==> config.mk <==
export PLATFORM = sky130hd
export DESIGN_NAME = prescaled_timer16
export DESIGN_NICKNAME = d
export VERILOG_FILES = /design/src/rtl/tmr16_pkg.sv /design/src/rtl/tmr16_event_src.sv /design/src/rtl/tmr16_prescaler.sv /design/src/rtl/tmr16_core.sv /design/src/rtl/prescaled_timer16.sv
export SDC_FILE = /design/constraint.sdc
export NUM_CORES = 1
export LEC_CHECK = 0
export ABC_AREA = 1
export ABC_CLOCK_PERIOD_IN_PS = 1530
export BUFFER_PORTS_ARGS = -buffer_cell sky130_fd_sc_hd__buf_2
export CAP_MARGIN = 30
export CORE_AREA = 2 2 67 116
export CTS_CLUSTER_DIAMETER = 60
export DETAILED_ROUTE_END_ITERATION = 6
export DIE_AREA = 0 0 69 118
export GPL_TIMING_DRIVEN = 0
export PLACE_DENSITY_LB_ADDON = 0.1
export SKIP_CTS_REPAIR_TIMING = 1
export SLEW_MARGIN = 20
export SYNTH_ARGS = -nofsm -noshare
export SYNTH_HDL_FRONTEND = slang
export SYNTH_SLANG_ARGS = --single-unit
==> constraint.sdc <==
create_clock -name clk -period 1.53 [get_ports clk]
set_input_delay 0.306 -clock clk [delete_from_list [all_inputs] [get_ports clk]]
set_output_delay 0.306 -clock clk [all_outputs]
set_load 0.005 [all_outputs]
==> src/rtl/tmr16_pkg.sv <==
package tmr16_pkg;

  // Source of the byte returned on a read strobe.
  typedef enum logic [1:0] {
    RDSRC_LIVE_LO = 2'd0,
    RDSRC_LIVE_HI = 2'd1,
    RDSRC_BUF_HI  = 2'd2
  } rd_src_e;

  // Prescale codes; the code is the log2 of the divide ratio.
  typedef enum logic [1:0] {
    PSC_DIV1 = 2'd0,
    PSC_DIV2 = 2'd1,
    PSC_DIV4 = 2'd2,
    PSC_DIV8 = 2'd3
  } psc_code_e;

endpackage

==> src/rtl/tmr16_event_src.sv <==
module tmr16_event_src #(
  parameter int SYNC_STAGES = 2
) (
  input  logic clk,
  input  logic rst,
  input  logic cyc_tick,
  input  logic ext_clk_in,
  input  logic src_ext,
  input  logic sync_ext,
  output logic evt
);

  logic [SYNC_STAGES-1:0] sync_q;
  logic                   sync_prev_q;
  logic                   raw_prev_q;
  logic                   sync_rise;
  logic                   raw_rise;

  always_ff @(posedge clk) begin
    if (rst) begin
      sync_q      <= '0;
      sync_prev_q <= 1'b0;
      raw_prev_q  <= 1'b0;
    end else begin
      sync_q      <= {sync_q[SYNC_STAGES-2:0], ext_clk_in};
      sync_prev_q <= sync_q[SYNC_STAGES-1];
      raw_prev_q  <= ext_clk_in;
    end
  end

  assign sync_rise = sync_q[SYNC_STAGES-1] & ~sync_prev_q;
  assign raw_rise  = ext_clk_in & ~raw_prev_q;

  always_comb begin
    if (!src_ext)      evt = cyc_tick;
    else if (sync_ext) evt = sync_rise;
    else               evt = raw_rise;
  end

endmodule

==> src/rtl/tmr16_prescaler.sv <==
module tmr16_prescaler #(
  parameter int PSC_W = 2
) (
  input  logic             clk,
  input  logic             rst,
  input  logic             clr,
  input  logic             run,
  input  logic             evt_in,
  input  logic [PSC_W-1:0] sel,
  output logic             evt_out
);

  localparam int DIV_W = (1 << PSC_W) - 1;

  logic [DIV_W-1:0] div_q;
  logic [DIV_W-1:0] mask;

  always_comb begin
    mask = '0;
    for (int i = 0; i < DIV_W; i++) begin
      if (i < int'(sel)) mask[i] = 1'b1;
    end
  end

  assign evt_out = run & evt_in & ((div_q & mask) == mask);

  always_ff @(posedge clk) begin
    if (rst || clr) div_q <= '0;
    else if (run && evt_in) div_q <= div_q + 1'b1;
  end

endmodule

==> src/rtl/tmr16_core.sv <==
module tmr16_core
  import tmr16_pkg::*;
#(
  parameter int BUS_W = 8
) (
  input  logic               clk,
  input  logic               rst,
  input  logic               inc,
  input  logic               trig_clr,
  input  logic               wide_mode,
  input  logic               wr_lo,
  input  logic               wr_hi,
  input  logic               rd_lo,
  input  logic               rd_hi,
  input  logic [BUS_W-1:0]   wr_data,
  input  logic               ovf_clr,
  output logic [2*BUS_W-1:0] count,
  output logic [BUS_W-1:0]   rd_data,
  output logic               ovf_flag,
  output logic               cnt_write
);

  localparam int CNT_W = 2 * BUS_W;

  logic [CNT_W-1:0] cnt_q;
  logic [BUS_W-1:0] hbuf_q;
  logic [BUS_W-1:0] rd_q;
  logic             ovf_q;
  logic             wrap;
  rd_src_e          rd_src;
  logic [BUS_W-1:0] rd_byte;

  assign cnt_write = wr_lo | (wr_hi & ~wide_mode);
  assign wrap      = inc & ~cnt_write & ~trig_clr & (&cnt_q);

  always_ff @(posedge clk) begin
    if (rst) begin
      cnt_q <= '0;
    end else if (wr_lo) begin
      cnt_q <= wide_mode ? {hbuf_q, wr_data} : {cnt_q[CNT_W-1:BUS_W], wr_data};
    end else if (wr_hi && !wide_mode) begin
      cnt_q <= {wr_data, cnt_q[BUS_W-1:0]};
    end else if (trig_clr) begin
      cnt_q <= '0;
    end else if (inc) begin
      cnt_q <= cnt_q + 1'b1;
    end
  end

  always_ff @(posedge clk) begin
    if (rst)                     hbuf_q <= '0;
    else if (wide_mode && wr_hi) hbuf_q <= wr_data;
    else if (wide_mode && rd_lo) hbuf_q <= cnt_q[CNT_W-1:BUS_W];
  end

  always_ff @(posedge clk) begin
    if (rst)          ovf_q <= 1'b0;
    else if (wrap)    ovf_q <= 1'b1;
    else if (ovf_clr) ovf_q <= 1'b0;
  end

  always_comb begin
    if (rd_lo)          rd_src = RDSRC_LIVE_LO;
    else if (wide_mode) rd_src = RDSRC_BUF_HI;
    else                rd_src = RDSRC_LIVE_HI;
    case (rd_src)
      RDSRC_LIVE_LO: rd_byte = cnt_q[BUS_W-1:0];
      RDSRC_LIVE_HI: rd_byte = cnt_q[CNT_W-1:BUS_W];
      default:       rd_byte = hbuf_q;
    endcase
  end

  always_ff @(posedge clk) begin
    if (rst)                rd_q <= '0;
    else if (rd_lo || rd_hi) rd_q <= rd_byte;
  end

  assign count    = cnt_q;
  assign rd_data  = rd_q;
  assign ovf_flag = ovf_q;

endmodule

==> src/rtl/prescaled_timer16.sv <==
module prescaled_timer16 #(
  parameter int BUS_W       = 8,
  parameter int PSC_W       = 2,
  parameter int SYNC_STAGES = 2
) (
  input  logic             clk,
  input  logic             rst,
  input  logic             cyc_tick,
  input  logic             ext_clk_in,
  input  logic             run_en,
  input  logic             src_ext,
  input  logic             sync_ext,
  input  logic [PSC_W-1:0] psc_sel,
  input  logic             wide_mode,
  input  logic             trig_clr,
  input  logic             wr_lo,
  input  logic             wr_hi,
  input  logic             rd_lo,
  input  logic             rd_hi,
  input  logic [BUS_W-1:0] wr_data,
  input  logic             ovf_clr,
  output logic [BUS_W-1:0] rd_data,
  output logic             ovf_flag
);

  localparam int CNT_W = 2 * BUS_W;

  logic             evt_raw;
  logic             evt_div;
  logic             cnt_write;
  logic [CNT_W-1:0] count_q;

  tmr16_event_src #(.SYNC_STAGES(SYNC_STAGES)) u_src (
    .clk        (clk),
    .rst        (rst),
    .cyc_tick   (cyc_tick),
    .ext_clk_in (ext_clk_in),
    .src_ext    (src_ext),
    .sync_ext   (sync_ext),
    .evt        (evt_raw)
  );

  tmr16_prescaler #(.PSC_W(PSC_W)) u_psc (
    .clk     (clk),
    .rst     (rst),
    .clr     (cnt_write),
    .run     (run_en),
    .evt_in  (evt_raw),
    .sel     (psc_sel),
    .evt_out (evt_div)
  );

  tmr16_core #(.BUS_W(BUS_W)) u_core (
    .clk       (clk),
    .rst       (rst),
    .inc       (evt_div),
    .trig_clr  (trig_clr),
    .wide_mode (wide_mode),
    .wr_lo     (wr_lo),
    .wr_hi     (wr_hi),
    .rd_lo     (rd_lo),
    .rd_hi     (rd_hi),
    .wr_data   (wr_data),
    .ovf_clr   (ovf_clr),
    .count     (count_q),
    .rd_data   (rd_data),
    .ovf_flag  (ovf_flag),
    .cnt_write (cnt_write)
  );

endmodule

==> flow_summary.json <==
{
  "wire_per_inst_um": 15.5,
  "cpMaxStageDelayCell": "dfxtp_4",
  "port_buffers": 31,
  "cp_slowest_stage_delay_ps": 390,
  "fin_cells": 510,
  "ctsRootBufferMaster": "clkbuf_16",
  "cts.clk_slew.worst_paths_ps": 60,
  "ys_ff_latch": 39,
  "pwr-share-clk": 0.436,
  "pwr-share-comb": 0.151,
  "critPathTopFamily": "simple AND/OR/NAND/NOR gates",
  "pin_count": 33,
  "num_rows": 41,
  "crit_chain": "ha_4 -> nand3_4 -> nor2_4 -> buf_4 -> nand2_1 -> nand3_1 -> o21ai_0 -> nor2_1 -> nor2_1",
  "utilization": 0.410,
  "h-tree-depth": 2,
  "dieArea_sq_um": 8140,
  "synth-edff-count": 0,
  "synth_flop_cell": "dfxtp_1",
  "drv_slew": 0,
  "total_power_mw": 2.86,
  "routabilityCongestion": 0.960,
  "cts_num_sinks": 39,
  "drt_pass1_iterations": 4,
  "cpMostUsedCell": "nor2_1",
  "fin_skew_ps": 4.98,
  "synth_largest_area_cell": "dfxtp_1",
  "hold_depth": 3,
  "wl_mm": 7.93,
  "syn_nets": 408,
  "diodes": 0,
  "internal-power_mw": 2.06,
  "syn2layout_area_growth_pct": 21.0,
  "synth_top_cell_area_share": 0.321,
  "dieHeight_um": 118,
  "power_switching_uw": 798,
  "die_w_um": 69,
  "via_per_inst": 5.12,
  "arrival_ps": 1620,
  "path_class": "reg2reg",
  "syn_inst": 382,
  "synth.avg_cell_area_sq_um": 6.37,
  "synthArstFlopShare": 0,
  "slew-limit-headroom": 0.670,
  "ys_warn_count": 0,
  "post-route-period-util": 0.936,
  "synth-seq-area-share": 0.321,
  "track_usage": 0.197,
  "synthTopCellsByCount": "nand2_1, nor2_1, inv_1, dfxtp_1, nand3_1",
  "yosysUniqueCellTypes": 33,
  "switching_share": 0.279,
  "cts_tree": "yes",
  "grt_pass1_vias": 2500,
  "grt-ovfl-total": 0,
  "dpl.hpwl_mm": 6.30,
  "drv_cap": 0,
  "run_status": "completed",
  "drive_gt1_frac": 0.196,
  "r2r_cells": 9,
  "clockBufferDepth": 2,
  "setup_viol_count_final": 0,
  "drc_errors": 0,
  "power_density_nw_per_um2": 970,
  "first_iter_violations": 163,
  "end_kind": "register",
  "coreArea_sq_um": 7180,
  "vias": 2613,
  "max_freq_mhz": 698,
  "cp_max_fo": 6,
  "crit_cells": 9,
  "start_kind": "register",
  "worst_slew_pin_slew_ps": 493,
  "p_leak_nw": 1.32,
  "clock_latency_ps": 290,
  "seqPwrFrac": 0.412,
  "ant_nets": 0,
  "antenna_found_initial": 0,
  "synth_top_cells_by_area": "dfxtp_1, nand2_1, nand3_1, nor2_1, inv_1",
  "final_hold_viol_count": 0,
  "cp_num_buf_inv": 1,
  "min_period_ps": 1430,
  "nNetsFinal": 449,
  "crit_required_ps": 1720,
  "cts_buffers": 5,
  "start_util": 0.339,
  "dp_cells": 499,
  "grt_max_degree": 13,
  "min_path_type": "in2reg",
  "netlist_area_sq_um": 2430,
  "synth_most_common_cell": "nand2_1",
  "peakVddDrop_mv": 0.386,
  "grt_pass1_wl_mm": 12.4
}
-- final timing paths --
kind                                                    from                           end  slack, ps
worst max-delay path            u_core.count[0]$_SDFFE_PP0P_  u_core.count[6]$_SDFFE_PP0P_        100
worst min-delay path                              ext_clk_in    u_src.sync_q[0]$_SDFF_PP0_        240
worst max register to register  u_core.count[0]$_SDFFE_PP0P_  u_core.count[6]$_SDFFE_PP0P_        100
worst min register to register    u_src.sync_q[1]$_SDFF_PP0_  u_src.sync_prev_q$_SDFF_PP0_        420
-- power groups by stage --
stage                     sequential (mW)  combinational [mW]  clock, mW
after global routing                 1.18               0.488       1.30
after global placement               1.19               0.426          0
after floorplan                      1.15               0.292          0
after detailed placement             1.19               0.426          0
after CTS                            1.17               0.427       1.27
final                                1.18               0.432       1.25
-- layout by cell type, fill, tap and decap left out, drive strengths merged, types with 2 or more instances in the layout --
| cell | synthesis | layout |
|---|---|---|
| o21ai | 26 | 26 |
| a22oi | 11 | 11 |
| nand3 | 39 | 39 |
| nor2 | 52 | 52 |
| buf | 8 | 42 |
| nand2 | 117 | 117 |
| inv | 47 | 47 |
| dfxtp | 39 | 39 |
| o22ai | 2 | 2 |
| o211ai | 5 | 5 |
| a41oi | 6 | 6 |
| nand4 | 3 | 3 |
| clkbuf | 5 | 11 |
| a31oi | 2 | 2 |
| a21oi | 10 | 10 |
| ha | 2 | 2 |
-- final cells by class --
type,count,area (sq um)
timing repair buffer,34,178
inverter,47,179
fill,810,4240
sequential,39,795
clock buffer,6,139
tap,86,108
clock inverter,2,35.0
buffer,13,77.6
multi-input combinational,283,1430
-- tightest hold or removal path, cell delays in order --
cell,delay [ps]
buf_2,90
inv_1,40
nor2_1,60
-- metal layers --
metal,vias up,wire length [um],track usage
met5,-,0,0
met4,0,371,0.120
met3,22,289,0.0231
met2,75,4210,0.363
met1,1177,3060,0.208
li1,1339,-,-
-- cells by family after synthesis --
group / Yosys count / share of synthesized area
buffers and inverters: 60 / 0.105
flip-flops: 39 / 0.321
adder cells (fa/ha/maj): 2 / 0.0103
AO/OA/AOI/OAI: 64 / 0.162
AND/OR/NAND/NOR: 216 / 0.398
XOR/XNOR: 1 / 0.00360
-- per-stage QoR --
step	cell area, sq um	setup TNS, ps	worst slack [ps]	hold slack, ps
finish	2940	0	98.0	237
CTS	2870	-444	-178	237
global route	2940	-23.6	-23.6	259
floorplan	2430	0	218	404
detailed placement	2700	-337	-153	411
global placement	2700	-256	-142	415
-- flip-flops by register name, summed over array words and instances, names as in the netlist --
register,flops
u_core.count,16
u_core.hbuf_q,8
u_core.ovf_flag,1
u_core.rd_data,8
u_psc.div_q,3
u_src.sync_prev_q,1
u_src.sync_q,2
Note: power is estimated with default switching activity, not from simulation.
